File: src/rtl/cardbuf_pkg.sv
package cardbuf_pkg;

  // Transfer direction, latched at start.
  typedef enum logic {
    XDIR_READ  = 1'b0,  // engine fills, bus drains
    XDIR_WRITE = 1'b1   // bus fills, engine drains
  } xdir_e;

endpackage

File: src/rtl/cardbuf_fifo.sv
module cardbuf_fifo #(
  parameter int WORD_W = 64,
  parameter int DEPTH  = 4
) (
  input  logic              clk,
  input  logic              rst,
  input  logic              flush,
  input  logic              push,
  input  logic [WORD_W-1:0] wdata,
  input  logic              pop,
  output logic [WORD_W-1:0] head,
  output logic              full,
  output logic              empty
);

  localparam int AW = (DEPTH > 1) ? $clog2(DEPTH) : 1;
  localparam int CW = $clog2(DEPTH + 1);
  localparam logic [AW-1:0] LAST = AW'(DEPTH - 1);

  logic [WORD_W-1:0] mem [DEPTH];
  logic [AW-1:0]     wr_ptr, rd_ptr;
  logic [CW-1:0]     count;
  logic              push_ok, pop_ok;

  assign full    = (count == CW'(DEPTH));
  assign empty   = (count == '0);
  assign push_ok = push && !full;
  assign pop_ok  = pop && !empty;
  assign head    = mem[rd_ptr];

  // Storage without reset so that a RAM can be inferred.
  always_ff @(posedge clk) begin
    if (push_ok) mem[wr_ptr] <= wdata;
  end

  always_ff @(posedge clk) begin
    if (rst || flush) begin
      wr_ptr <= '0;
      rd_ptr <= '0;
      count  <= '0;
    end else begin
      if (push_ok) wr_ptr <= (wr_ptr == LAST) ? '0 : wr_ptr + AW'(1);
      if (pop_ok)  rd_ptr <= (rd_ptr == LAST) ? '0 : rd_ptr + AW'(1);
      case ({push_ok, pop_ok})
        2'b10:   count <= count + CW'(1);
        2'b01:   count <= count - CW'(1);
        default: count <= count;
      endcase
    end
  end

  // the surrounding logic never pushes into a full FIFO
  p_no_overflow_r4: assert property (@(posedge clk) disable iff (rst)
    !(push && full && !flush));

  // the surrounding logic never pops an empty FIFO
  p_no_underflow_r5: assert property (@(posedge clk) disable iff (rst)
    !(pop && empty && !flush));

  p_count_bound_r4: assert property (@(posedge clk) disable iff (rst)
    count <= CW'(DEPTH));

endmodule

File: src/rtl/cardbuf_bus_port.sv
module cardbuf_bus_port
  import cardbuf_pkg::*;
#(
  parameter int BUS_W  = 32,
  parameter int WORD_W = 64
) (
  input  logic              clk,
  input  logic              rst,
  input  logic              flush,
  input  logic              active,
  input  xdir_e             dir_q,
  input  logic              fifo_full,
  input  logic              fifo_empty,
  input  logic [WORD_W-1:0] fifo_head,
  input  logic              bus_wr_en,
  input  logic [BUS_W-1:0]  bus_wdata,
  input  logic              bus_rd_en,
  output logic [BUS_W-1:0]  bus_rdata,
  output logic              fifo_push,
  output logic [WORD_W-1:0] fifo_wdata,
  output logic              fifo_pop,
  output logic              word_xfer,
  output logic              bus_touch
);

  localparam int PARTS  = WORD_W / BUS_W;
  localparam int PW     = (PARTS > 1) ? $clog2(PARTS) : 1;
  localparam int HOLD_W = WORD_W - BUS_W;
  localparam logic [PW-1:0] PLAST = PW'(PARTS - 1);

  logic [PW-1:0]     part;
  logic [HOLD_W-1:0] hold;
  logic              wr_ok, rd_ok, last;

  assign last  = (part == PLAST);
  assign wr_ok = bus_wr_en && active && (dir_q == XDIR_WRITE) && !fifo_full;
  assign rd_ok = bus_rd_en && active && (dir_q == XDIR_READ) && !fifo_empty;

  assign fifo_push  = wr_ok && last;
  assign fifo_pop   = rd_ok && last;
  assign word_xfer  = fifo_push || fifo_pop;
  assign bus_touch  = bus_wr_en || bus_rd_en;
  assign fifo_wdata = {bus_wdata, hold};
  assign bus_rdata  = fifo_head[int'(part)*BUS_W +: BUS_W];

  // Part index: low half first, shared by both directions.
  always_ff @(posedge clk) begin
    if (rst || flush) begin
      part <= '0;
    end else if (wr_ok || rd_ok) begin
      part <= last ? '0 : part + PW'(1);
    end
  end

  // Lower parts of an outgoing word wait here for the top part.
  always_ff @(posedge clk) begin
    if (rst) begin
      hold <= '0;
    end else if (wr_ok && !last) begin
      hold[int'(part)*BUS_W +: BUS_W] <= bus_wdata;
    end
  end

  // strobes while no transfer is open leave the half pointer alone
  p_idle_touch_r9: assert property (@(posedge clk) disable iff (rst)
    (bus_touch && !active && !flush) |=> $stable(part));

  // a word completes only on the top half
  p_word_on_last_r4: assert property (@(posedge clk) disable iff (rst)
    word_xfer |-> (part == PLAST));

endmodule

File: src/rtl/cardbuf_ctrl.sv
module cardbuf_ctrl
  import cardbuf_pkg::*;
#(
  parameter int SIZE_W = 16,
  parameter int WB_SH  = 3
) (
  input  logic                    clk,
  input  logic                    rst,
  input  logic                    start,
  input  logic                    cfg_dir,
  input  logic [SIZE_W-1:0]       cfg_size,
  input  logic                    word_xfer,
  input  logic                    bus_touch,
  input  logic                    fifo_full,
  input  logic                    fifo_empty,
  output logic                    flush,
  output logic                    active,
  output xdir_e                   dir_q,
  output logic [SIZE_W-WB_SH-1:0] words_left,
  output logic                    dma_req,
  output logic                    drq_status,
  output logic                    done,
  output logic                    cfg_err
);

  localparam int WL_W = SIZE_W - WB_SH;

  logic size_ok, start_go, start_bad, last_word, req_cond;

  assign size_ok   = (cfg_size[WB_SH-1:0] == '0) && (cfg_size != '0);
  assign start_go  = start && !active && size_ok;
  assign start_bad = start && !active && !size_ok;
  assign last_word = active && word_xfer && (words_left == WL_W'(1));
  assign flush     = start_go;

  assign req_cond = active &&
                    ((dir_q == XDIR_WRITE) ? !fifo_full : !fifo_empty);
  assign dma_req  = req_cond;

  always_ff @(posedge clk) begin
    if (rst) begin
      active     <= 1'b0;
      dir_q      <= XDIR_READ;
      words_left <= '0;
      done       <= 1'b0;
      cfg_err    <= 1'b0;
    end else begin
      done <= 1'b0;
      if (start_go) begin
        active     <= 1'b1;
        dir_q      <= xdir_e'(cfg_dir);
        words_left <= cfg_size[SIZE_W-1:WB_SH];
        cfg_err    <= 1'b0;
      end else if (start_bad) begin
        cfg_err <= 1'b1;
      end else if (active && word_xfer) begin
        words_left <= words_left - WL_W'(1);
        if (last_word) begin
          active <= 1'b0;
          done   <= 1'b1;
        end
      end
    end
  end

  // Sticky status: set by the request condition, cleared by any bus strobe.
  always_ff @(posedge clk) begin
    if (rst) begin
      drq_status <= 1'b0;
    end else if (start_go || bus_touch || last_word) begin
      drq_status <= 1'b0;
    end else if (req_cond) begin
      drq_status <= 1'b1;
    end
  end

  p_done_pulse_r9: assert property (@(posedge clk) disable iff (rst)
    done |=> !done);

  p_done_idle_r9: assert property (@(posedge clk) disable iff (rst)
    done |-> (!active && words_left == '0 && !dma_req));

  p_req_active_r6: assert property (@(posedge clk) disable iff (rst)
    dma_req |-> active);

  p_words_hold_r8: assert property (@(posedge clk) disable iff (rst)
    (active && !word_xfer && !start) |=> $stable(words_left));

  p_err_idle_r3: assert property (@(posedge clk) disable iff (rst)
    $rose(cfg_err) |-> !active);

  p_drq_clear_r7: assert property (@(posedge clk) disable iff (rst)
    bus_touch |=> !drq_status);

endmodule

File: src/rtl/cardbuf_top.sv
module cardbuf_top
  import cardbuf_pkg::*;
#(
  parameter int BUS_W  = 32,
  parameter int WORD_W = 64,
  parameter int DEPTH  = 4,
  parameter int SIZE_W = 16
) (
  input  logic                      clk,
  input  logic                      rst,
  input  logic                      cfg_dir,
  input  logic [SIZE_W-1:0]         cfg_size,
  input  logic                      start,
  input  logic                      bus_wr_en,
  input  logic [BUS_W-1:0]          bus_wdata,
  input  logic                      bus_rd_en,
  output logic [BUS_W-1:0]          bus_rdata,
  input  logic                      eng_push,
  input  logic [WORD_W-1:0]         eng_wdata,
  output logic                      eng_ready,
  input  logic                      eng_pop,
  output logic [WORD_W-1:0]         eng_rdata,
  output logic                      eng_valid,
  output logic                      xfer_active,
  output logic [SIZE_W-$clog2(WORD_W/8)-1:0] words_left,
  output logic                      dma_req,
  output logic                      drq_status,
  output logic                      done,
  output logic                      cfg_err
);

  localparam int WB_SH = $clog2(WORD_W / 8);

  xdir_e             dir_q;
  logic              flush, active;
  logic              f_push, f_pop, f_full, f_empty;
  logic [WORD_W-1:0] f_wdata, f_head;
  logic              b_push, b_pop, word_xfer, bus_touch;
  logic [WORD_W-1:0] b_wdata;
  logic              e_push_ok, e_pop_ok;

  assign eng_ready   = active && (dir_q == XDIR_READ) && !f_full;
  assign eng_valid   = (dir_q == XDIR_WRITE) && !f_empty;
  assign eng_rdata   = f_head;
  assign e_push_ok   = eng_push && eng_ready;
  assign e_pop_ok    = eng_pop && eng_valid;
  assign xfer_active = active;

  // Each direction gives the push side to one party and the pop side to the other.
  always_comb begin
    if (dir_q == XDIR_WRITE) begin
      f_push  = b_push;
      f_wdata = b_wdata;
      f_pop   = e_pop_ok;
    end else begin
      f_push  = e_push_ok;
      f_wdata = eng_wdata;
      f_pop   = b_pop;
    end
  end

  cardbuf_ctrl #(
    .SIZE_W(SIZE_W),
    .WB_SH (WB_SH)
  ) u_ctrl (
    .clk       (clk),
    .rst       (rst),
    .start     (start),
    .cfg_dir   (cfg_dir),
    .cfg_size  (cfg_size),
    .word_xfer (word_xfer),
    .bus_touch (bus_touch),
    .fifo_full (f_full),
    .fifo_empty(f_empty),
    .flush     (flush),
    .active    (active),
    .dir_q     (dir_q),
    .words_left(words_left),
    .dma_req   (dma_req),
    .drq_status(drq_status),
    .done      (done),
    .cfg_err   (cfg_err)
  );

  cardbuf_bus_port #(
    .BUS_W (BUS_W),
    .WORD_W(WORD_W)
  ) u_bus (
    .clk       (clk),
    .rst       (rst),
    .flush     (flush),
    .active    (active),
    .dir_q     (dir_q),
    .fifo_full (f_full),
    .fifo_empty(f_empty),
    .fifo_head (f_head),
    .bus_wr_en (bus_wr_en),
    .bus_wdata (bus_wdata),
    .bus_rd_en (bus_rd_en),
    .bus_rdata (bus_rdata),
    .fifo_push (b_push),
    .fifo_wdata(b_wdata),
    .fifo_pop  (b_pop),
    .word_xfer (word_xfer),
    .bus_touch (bus_touch)
  );

  cardbuf_fifo #(
    .WORD_W(WORD_W),
    .DEPTH (DEPTH)
  ) u_fifo (
    .clk  (clk),
    .rst  (rst),
    .flush(flush),
    .push (f_push),
    .wdata(f_wdata),
    .pop  (f_pop),
    .head (f_head),
    .full (f_full),
    .empty(f_empty)
  );

  // in read mode a request never points at an empty FIFO
  p_req_read_data_r6: assert property (@(posedge clk) disable iff (rst)
    (dma_req && dir_q == XDIR_READ) |-> !f_empty);

  // in write mode a request never points at a full FIFO
  p_req_write_room_r6: assert property (@(posedge clk) disable iff (rst)
    (dma_req && dir_q == XDIR_WRITE) |-> !f_full);

  // an idle block accepts no engine data
  p_idle_no_push_r9: assert property (@(posedge clk) disable iff (rst)
    !active |-> !eng_ready);

endmodule

File: config.mk
export PLATFORM = sky130hd
export DESIGN_NAME = cardbuf_top
export DESIGN_NICKNAME = d
export VERILOG_FILES = /design/src/rtl/cardbuf_pkg.sv /design/src/rtl/cardbuf_fifo.sv /design/src/rtl/cardbuf_bus_port.sv /design/src/rtl/cardbuf_ctrl.sv /design/src/rtl/cardbuf_top.sv
export SDC_FILE = /design/constraint.sdc
export NUM_CORES = 1
export LEC_CHECK = 0
export BUFFER_PORTS_ARGS = -buffer_cell sky130_fd_sc_hd__buf_2
export CORE_MARGIN = 1.5
export CORE_UTILIZATION = 60
export CTS_BUF_LIST = sky130_fd_sc_hd__clkbuf_8
export CTS_CLUSTER_DIAMETER = 30
export CTS_CLUSTER_SIZE = 40
export DETAILED_ROUTE_END_ITERATION = 10
export PLACE_DENSITY_LB_ADDON = 0.12
export SLEW_MARGIN = 20
export SYNTH_ARGS = -nofsm -noshare
export SYNTH_HDL_FRONTEND = slang
export SYNTH_SLANG_ARGS = --single-unit
File: constraint.sdc
create_clock -name clk -period 9.6 [get_ports clk]
set_clock_uncertainty 0.1 [all_clocks]
set_input_delay 0.96 -clock clk [delete_from_list [all_inputs] [get_ports clk]]
set_output_delay 0.96 -clock clk [all_outputs]
set_load 0.005 [all_outputs]
==> results of run 1 <==
[layer usage]
metal  wire (um)  vias up  global-route usage, %
met5           0        -                      0
met4         573        0                   8.63
met3        2140       52                   4.94
met2       13700      337                   41.8
met1       11400     3966                   32.9
li1            -     3508                      -
[power by group through the flow]
stage	clock, mW	combinational, mW	sequential (mW)
3_3_place_gp	0	0.0993	1.52
3_5_place_dp	0	0.101	1.52
6_report	1.34	0.103	1.49
4_1_cts	1.36	0.102	1.49
2_1_floorplan	0	0.0530	1.52
5_1_grt	1.42	0.112	1.49
[through the flow]
stage,power [mW],cells
final,2.94,1329
after global routing,3.03,1328
after CTS,2.96,1328
after detailed placement,1.62,1236
after global placement,1.62,1236
after floorplan,1.57,763
[worst max path at each step]
stage / from / end / slack [ns] / depth (start not counted)
final: flip-flop / bus_rdata[26] / 5.49 / 4
after global routing: flip-flop / bus_rdata[8] / 5.23 / 4
after CTS: flip-flop / bus_rdata[5] / 5.35 / 4
after detailed placement: flip-flop / bus_rdata[5] / 5.97 / 4
after global placement: flip-flop / bus_rdata[5] / 5.98 / 4
after floorplan: bus_wr_en / u_fifo.mem[0][0]$_DFFE_PP_ / 6.09 / 3
[cell families (layout without fill, tap and decap cells)]
logic type	after synthesis	count (layout)	share of synthesized area, %
flops	316	316	68.4
mux	166	166	19.9
simple gates	139	139	5.29
compound gates	73	73	3.46
buf+inv	55	345	1.69
fa+ha+maj	9	9	0.925
xor+xnor	5	5	0.337
other cells	0	1	0
[worst max-delay path, stage by stage (launching register included)]
cell,delay (ns)
dfxtp_4,0.74
buf_4,0.68
mux4_2,0.63
mux2_2,0.28
buf_2,0.12
[state kept, by name, indices dropped and copies added (netlist names), 2 cells and up, named ones only]
name               count
u_fifo.count           3
u_fifo.mem           256
u_bus.hold            32
u_ctrl.words_left     13
u_fifo.wr_ptr          2
u_fifo.rd_ptr          2
[area by class of cell]
cell class                      instances  area share, %
Tap cell                              275           2.20
Inverter                               13          0.312
Sequential cell                       316           56.9
Multi-Input combinational cell        392           25.0
Antenna cell                            1         0.0160
Timing Repair Buffer                  240           7.77
Clock buffer                           56           4.93
Clock inverter                         36           2.87
[cell usage in the layout (no fill, tap or decap), types with 10 or more instances in the layout]
master / n
mux2_2: 98
nor2_1: 20
edfxtp_1: 256
dfxtp_1: 56
clkbuf_8: 56
a21oi_1: 41
nand2_1: 75
buf_2: 235
mux4_2: 64
inv_1: 21
bufinv_16: 10
==> results.md, run 1 <==
- Routed len/inst: 20.9 um
- Worst hold margin: 0.353 ns
- I/O Buffers: 235
- Post-layout instance area: 0.0156 mm^2
- Starting density of the core: 61.4%
- CTS Buf Count: 49
- Crit share post-route: 42.8%
- DR vias: 7,863
- # DRC: 0
- Synth unique cells: 51
- Die H: 150 um
- Synth Instances: 763
- Synth Flop Type: edfxtp_1
- Worst-Skew Late Latency: roughly 0.57 ns
- Final min period: 4.11 ns
- Worst hold path class: flip-flop to flip-flop
- Worst EP arrival: about 3.1 ns
- Fin Setup TNS: 0 ns
- R2r startpoint: u_ctrl.dir_q$_SDFFE_PP0P_
- Area delta synth->final: 20.3%
- Unrepaired setup endpoints after global routing: false
- ANT nets after route: 0
- Seq pwr share: 50.8%
- Pin count of the biggest net entering global routing: 73
- Max Clk Rate: roughly 0.24 GHz
- Syn_nets: between 800 and 900
- CTS resizes: 0
- Clock root cell: clkbuf_8
- Min-Delay Path Depth: 2
- Sink Count: 316
- Synthesized flop and latch total: 316
- Vias per cell: 5.92
- Max_cap viols: 0
- Die area: approximately 0.023 mm^2
- Internal power: 2.35 mW
- Yosys top cell area share: 59.2%
- Final nets: 1,141
- Peak supply drop: 0.109 mV
- DRT iter0 DRCs: 452
- # rows: 53
- Pins Over Slew Limit: 0
- Synth area leader: edfxtp_1
- TritonCTS clock tree: built
- Reg2Reg Setup Slack: approximately 6.3 ns
- Worst Hold Path EP: u_ctrl.cfg_err$_SDFFE_PP0P_
- Number of synthesized flops with an enable pin: 256
- Worst setup SP type: flip-flop
- Final GP Congestion: 0.863
- Hold_sp: u_ctrl.cfg_err$_SDFFE_PP0P_
- CTS Buffer Depth: 3
- Postcts setup bufs: 0
- Synth cell count leaders: 256 x edfxtp_1, 98 x mux2_2, 75 x nand2_1
- Fill cells: 1,342
- Setup Crit Path Kind: flip-flop to primary output
- Pre-antenna DRT Iters: 5
- Final worst slack: approximately 5.5 ns
- R2R cell count: 3
- Initial antenna violation count: 0
- Post-synthesis cell area: 0.0130 mm^2
- DP Area: 0.0144 mm^2
- Hpwl dp: 16.7 mm
- Worst relative slew slack: 26.6%
- Ys Warns: 0
- Pleak: 5.50 nW
- Total gr overflow: 0
- Sw Share: between 15 and 20%
- Final Setup Violations: 0
- Final Hold Vio Count: 0
- Final WL: 27.8 mm
- Syn_area_per_cell: roughly 17 um^2
- Async set or reset register ratio after synthesis: 0%
- Die width: 150 um
- P per Cell Area: 188 mW/mm^2
- Clock transition at the registers of the reported paths: around 0.070 ns
- Top cells by area, synth: edfxtp_1 59%, mux4_2 11%, dfxtp_1 9.2%
- Setup WS pre-CTS: 5.97 ns
- Critical path required time: 8.54 ns
- Register area share after synthesis: 68.4%
- Run status: finished clean
- Io pins: around 240
- Core ar.: 0.0212 mm^2
- Register Area: 0.00890 mm^2
- Critical R2R Capture: u_fifo.mem[3][40]$_DFFE_PP_
- Area of the multi-input gates: 0.00390 mm^2
- Layout Utilization: 73.9%
- Max Fanout on Critical Path: 36
- Most frequent cell after synthesis: edfxtp_1
- Vias in the first global route: 8,106
- Hold buffers post-CTS: 0
- CTS H-Tree Depth: 2
- Setup crit end kind: primary output
- First-pass GRT wire length: approximately 42 mm
- Share of cells above drive strength 1: 47.7%
- Share of total power in the clock network: 45.7%
- Switching Power: 0.587 mW
- Worst-Margin Slew: 1.10 ns
- Comb pwr share: 3.5%
- GRT Overall Usage: 25.0%
(Power assumes the default switching activity.)
==> run 2, diff against run 1 <==
- CORE_UTILIZATION: 60 -> 58
- clock period: 9.6 -> 3.9 ns (I/O delays scaled with it)
==> results.md, run 2 (synthesized netlist as in run 1, its figures left out) <==
- Run status: finished clean
- Vias per cell: roughly 5.7
- Worst EP arrival: ~2.6 ns
- ANT nets after route: 0
- Max Fanout on Critical Path: 28
- Final WL: 27.6 mm
- Switching Power: 1.47 mW
- Setup Crit Path Kind: flip-flop to primary output
- Internal power: 5.80 mW
- Area delta synth->final: 23.7%
- I/O Buffers: ~240
- Final nets: 1,181
- Die width: approximately 150 um
- DR vias: 7,763
- Seq pwr share: 50.5%
- CTS resizes: 0
- Commonest non-fill, non-tap cells in the layout: 256 x edfxtp_1, 235 x buf_2, 98 x mux2_2, 75 x nand2_1, 64 x mux4_2
- Die H: ~150 um
- First-pass GRT wire length: 43.2 mm
- # rows: 54
- Reg with most FFs: u_fifo.mem
- GRT Overall Usage: 24.0%
- Clock transition at the registers of the reported paths: roughly 0.070 ns
- Final Hold Vio Count: 0
- Met1 Use GR: 33.1%
- Gr busiest metal: met2
- Initial antenna violation count: 0
- Routed len/inst: 20.1 um
- CTS H-Tree Depth: 2
- Pre-antenna DRT Iters: 5
- Worst setup SP type: flip-flop
- Commonest non-fill, non-tap cell in the layout: edfxtp_1
- Comb pwr share: 3.9%
- P per Cell Area: ~450 mW/mm^2
- # DRC: 0
- Critical path required time: roughly 3.4 ns
- Met2 Usage GRT: 39.5%
- Worst-Skew Late Latency: 0.55 ns
- Final GP Congestion: 0.845
- Pins Over Slew Limit: 0
- Io pins: between 200 and 250
- Worst-Margin Slew: 1.00 ns
- Fin Setup TNS: 0 ns
- Worst relative slew slack: 33.1%
- Share of total power in the clock network: between 40% and 50%
- Pleak: roughly 5.7 nW
- Grt met3 use: 4.81%
- Setup crit end kind: primary output
- TritonCTS clock tree: built
- Final Setup Violations: 0
- Starting density of the core: roughly three fifths
- Die area: 0.0233 mm^2
- Worst hold margin: 0.0266 ns
- Worst hold path class: primary input to flip-flop
- Sink Count: ~320
- Core ar.: 0.0219 mm^2
- Max_cap viols: 0
- Hpwl dp: 16.9 mm
- Number of diodes: 0
- Sw Share: 20.2%
- Share of cells above drive strength 1: 47.0%
- Crit share post-route: 79.6%
- Total gr overflow: 0
- Largest regs: u_fifo.mem x256, u_bus.hold x32, u_ctrl.words_left x13
- Vias in the first global route: 7,816
- Unrepaired setup endpoints after global routing: false
- CTS Buffer Depth: 3
- DRT iter0 DRCs: between 600 and 700
- Max reg flops: roughly 260
- Peak supply drop: 0.259 mV
- Clock root cell: clkbuf_8
- Pin count of the biggest net entering global routing: 65
- Max Clk Rate: 0.322 GHz
- Final min period: 3.10 ns
- CTS Buf Count: 49
run 2: cell count changes in the layout (fill, tap and decap cells not counted), sizes merged:
cell / before / now
buf: 240 / 246
clkinv: 12 / 18
clkbuf: 56 / 55
inv: 24 / 18
dlygate4sd3: 0 / 34
clkinvlp: 3 / 4
diode: 1 / 0
run 2: through the flow:
step                      setup slack (ns)  instances  cell area (um^2)  total power [mW]  utilization [%]
after floorplan                      0.790        763             13000              3.87                -
after global placement               0.944       1247             14500              4.00             66.3
after detailed placement             0.890       1247             14500              4.00             66.3
after CTS                            0.689       1373             16100              7.32             73.4
after global routing                 0.586       1373             16100              7.50             73.4
final                                0.795       1373             16100              7.27             73.4
run 2: layout make-up:
cell class,count,area (um^2)
sequential,316,8900
fill,1408,5820
timing repair buffer,280,1650
tap,280,350
inverter,13,48.8
clock inverter,37,468
multi-input combinational,392,3900
clock buffer,55,757
run 2: path summary, 6_finish.rpt:
| kind | end | from | cells after the start | slack [ns] |
|---|---|---|---|---|
| setup / recovery | bus_rdata[26] | flip-flop | 4 | 0.80 |
| hold / removal | u_bus.hold[8]$_SDFFE_PP0P_ | bus_wdata[8] | 3 | 0.03 |
| setup reg to reg | u_fifo.mem[3][59]$_DFFE_PP_ | u_ctrl.dir_q$_SDFFE_PP0P_ | 3 | 0.91 |
| hold reg to reg | u_bus.hold[26]$_SDFFE_PP0P_ | u_bus.hold[26]$_SDFFE_PP0P_ | 2 | 0.35 |
run 2: critical path, stage by stage (launching register included):
cell,delay [ns]
dfxtp_4,0.72
buf_4,0.36
mux4_2,0.56
mux2_2,0.27
buf_2,0.12
run 2: metal layers:
metal	share of wire (%)	wire, um
met1	42	11700
met2	49	13500
met3	7.3	2030
met4	1.6	435
met5	0	0
run 2: power groups by stage:
stage | clock, mW | sequential [mW] | combinational [mW]
2_1_floorplan | 0 | 3.74 | 0.130
3_5_place_dp | 0 | 3.75 | 0.256
5_1_grt | 3.52 | 3.67 | 0.309
3_3_place_gp | 0 | 3.75 | 0.253
4_1_cts | 3.36 | 3.67 | 0.282
6_report | 3.31 | 3.67 | 0.283
run 2: repair_timing:
action                                 4_1_cts  5_1_grt
endpoints found under the hold margin       33        0
buffers inserted                             0        0
hold buffers                                34        0
==> run 3, diff against run 2 <==
- ABC_AREA: default -> 1
- clock period: 3.9 -> 3.15 ns (I/O delays scaled with it)
==> results.md, run 3 <==
- GRT Overall Usage: between 20% and 30%
- Setup Crit Path Kind: flip-flop to primary output
- DP Area: 0.0150 mm^2
- Max reg flops: 256
- Area of the multi-input gates: about 0.0039 mm^2
- Worst-Margin Slew: 1.01 ns
- Pin count of the biggest net entering global routing: between 90 and 100
- Final Non-Filler Cells: 1,973
- Post-synthesis cell area: 0.0136 mm^2
- Share of cells above drive strength 1: 22.3%
- Final nets: approximately 1,700
- Area delta synth->final: 24.4%
- Register Area: 0.00889 mm^2
- Ys Warns: 0
- Fill cells: 1,630
- I/O Buffers: 235
- Post-layout instance area: 0.0169 mm^2
- Core ar.: 0.0228 mm^2
- Final GP Congestion: just under 0.9
- Worst hold margin: 0.0167 ns
- Synth Instances: 1,323
- DRT iter0 DRCs: about 600
- Synth unique cells: 30
- Most frequent cell after synthesis: nand2_1
- Hold buffers post-CTS: 53
- Wire length on met1: 13.7 mm
- Metal2 WL: 15.8 mm
- CP Depth: 5
- Sink Count: between 300 and 400
- Top cells by area, synth: edfxtp_1 57%, nand2_1 8.9%, dfxtp_1 8.9%
- Max Clk Rate: roughly 0.35 GHz
- Number of synthesized flops with an enable pin: 256
- Initial antenna violation count: 0
- Synth cell count leaders: 322 x nand2_1, 256 x edfxtp_1, 134 x o21ai_0
- Total gr overflow: 0
- ANT nets after route: 0
- Clock transition at the registers of the reported paths: 0.06 ns
- Fin Setup TNS: 0 ns
- Syn_nets: 1,452
- Pre-antenna DRT Iters: 5
- CTS Buffer Depth: 3
- Synth area leader: edfxtp_1
- Critical path required time: 2.73 ns
- Largest regs: u_fifo.mem x256, u_bus.hold x32, u_ctrl.words_left x13
- # DRC: 0
- Number of diodes: 0
- Setup crit end kind: primary output
- First-pass GRT wire length: a little over 50 mm
- Reg2Reg Setup Slack: 0.59 ns
- Commonest non-fill, non-tap cell in the layout: nand2_1
- Worst-Skew Late Latency: 0.57 ns
- Routed len/inst: 16.5 um
- Worst hold path class: primary input to flip-flop
- Largest stage delay, worst path: ~0.60 ns
- # rows: 55
- Async set or reset register ratio after synthesis: 0%
- Highest routed layer: met4
- Die area: around 0.024 mm^2
- Max Fanout on Critical Path: 72
- Crit-path leading delay family: buffers and inverters
- Io pins: 236
- Pleak: roughly 6.9 nW
- Critical path cell sequence: buf_4 -> a21oi_1 -> a32o_1 -> o21ai_0 -> buf_2
- Min-Delay Path Depth: 4
- R2R cell count: 12
- P per Cell Area: around 550 mW/mm^2
- Crit share post-route: 91.0%
- Run status: finished clean
- Vias per cell: 5.34
- Clock root cell: clkbuf_8
- Reg with most FFs: u_fifo.mem
- Final WL: 32.6 mm
- Unrepaired setup endpoints after global routing: false
- Pins Over Slew Limit: 0
- Worst setup SP type: flip-flop
- Die width: 156 um
- Worst path slowest cell: buf_4
- Synthesized flop and latch total: 316
- Syn_area_per_cell: slightly above 10 um^2
- Max_cap viols: 0
- DP Cell Count: 1,817
- DR vias: 10,500
- Commonest non-fill, non-tap cells in the layout: 322 x nand2_1, 256 x edfxtp_1, 235 x buf_2, 134 x o21ai_0, 115 x inv_1
- CTS Buf Count: 55
- Register area share after synthesis: 65.5%
- Synth Flop Type: edfxtp_1
- Postcts setup bufs: 0
- Starting density of the core: between 50% and 60%
- Hpwl dp: 20.1 mm
- Hold_sp: cfg_size[13]
- CTS H-Tree Depth: 2
- R2r startpoint: u_fifo.count[0]$_SDFFE_PP0P_
- CTS resizes: 0
- Worst EP arrival: approximately 2.5 ns
- Final Setup Violations: 0
- Yosys top cell area share: between 50% and 60%
- Peak supply drop: between 0.5 and 0.6 mV
- Final min period: 2.87 ns
- Worst relative slew slack: 32.6%
- Final Hold Vio Count: 0
- Vias in the first global route: 10,100
- Die H: between 150 and 200 um
- TritonCTS clock tree: built
- DR WL met3: between 2 and 2.5 mm
- Crit path buf inv count: 2
==> run 3: final cells by class <==
class / count / area share (%)
clock inverter: 38 / 2.53
sequential: 316 / 52.7
tap: 313 / 2.32
timing repair buffer: 311 / 11.5
inverter: 116 / 2.60
clock buffer: 65 / 5.30
multi-input combinational: 814 / 23.0
==> run 3: kinds of logic (layout without fill, tap and decap cells) <==
kind of cell | after synthesis | in the layout | synth area share [%]
and+or+nand+nor | 484 | 484 | 13.9
AOI/OAI and AO/OA | 316 | 316 | 13.2
DFF | 316 | 316 | 65.5
buffers and inverters | 193 | 530 | 6.08
adders and majority gates | 9 | 9 | 0.886
xor gates and xnor gates | 5 | 5 | 0.323
==> run 3: worst reg2reg max path: cells and delay by family (launching register included) <==
| family | cells | cell delay, ns |
|---|---|---|
| adders and majority gates | 2 | 0.62 |
| DFF | 1 | 0.31 |
| buffers and inverters | 3 | 0.55 |
| and+or+nand+nor | 4 | 0.47 |
| xor gates and xnor gates | 1 | 0.15 |
| AOI/OAI and AO/OA | 2 | 0.25 |
==> run 3: per-stage QoR <==
step	total power [mW]	setup WS (ns)	util, %
2_1_floorplan	4.85	-1.01	-
3_3_place_gp	5.03	0.687	65.9
3_5_place_dp	5.03	0.629	65.9
4_1_cts	9.38	0.324	74.0
5_1_grt	9.62	0.174	74.0
6_report	9.32	0.284	74.0
==> run 3: routing by layer <==
metal	up-vias	track usage (%)
met1	4927	34.9
met3	74	5.36
li1	5149	-
met2	376	46.1
met4	0	8.89
met5	-	0
==> run 3: final timing paths <==
kind / endpoint
worst max-delay path: bus_rdata[2]
worst min-delay path: u_ctrl.words_left[10]$_SDFFE_PP0P_
worst max register to register: u_fifo.count[2]$_SDFFE_PP0P_
worst min register to register: u_bus.hold[9]$_SDFFE_PP0P_
==> run 3: report_power, final <==
group	switching, mW	internal [mW]
logic	0.251	0.186
clock network	1.67	2.65
registers	0.0122	4.55
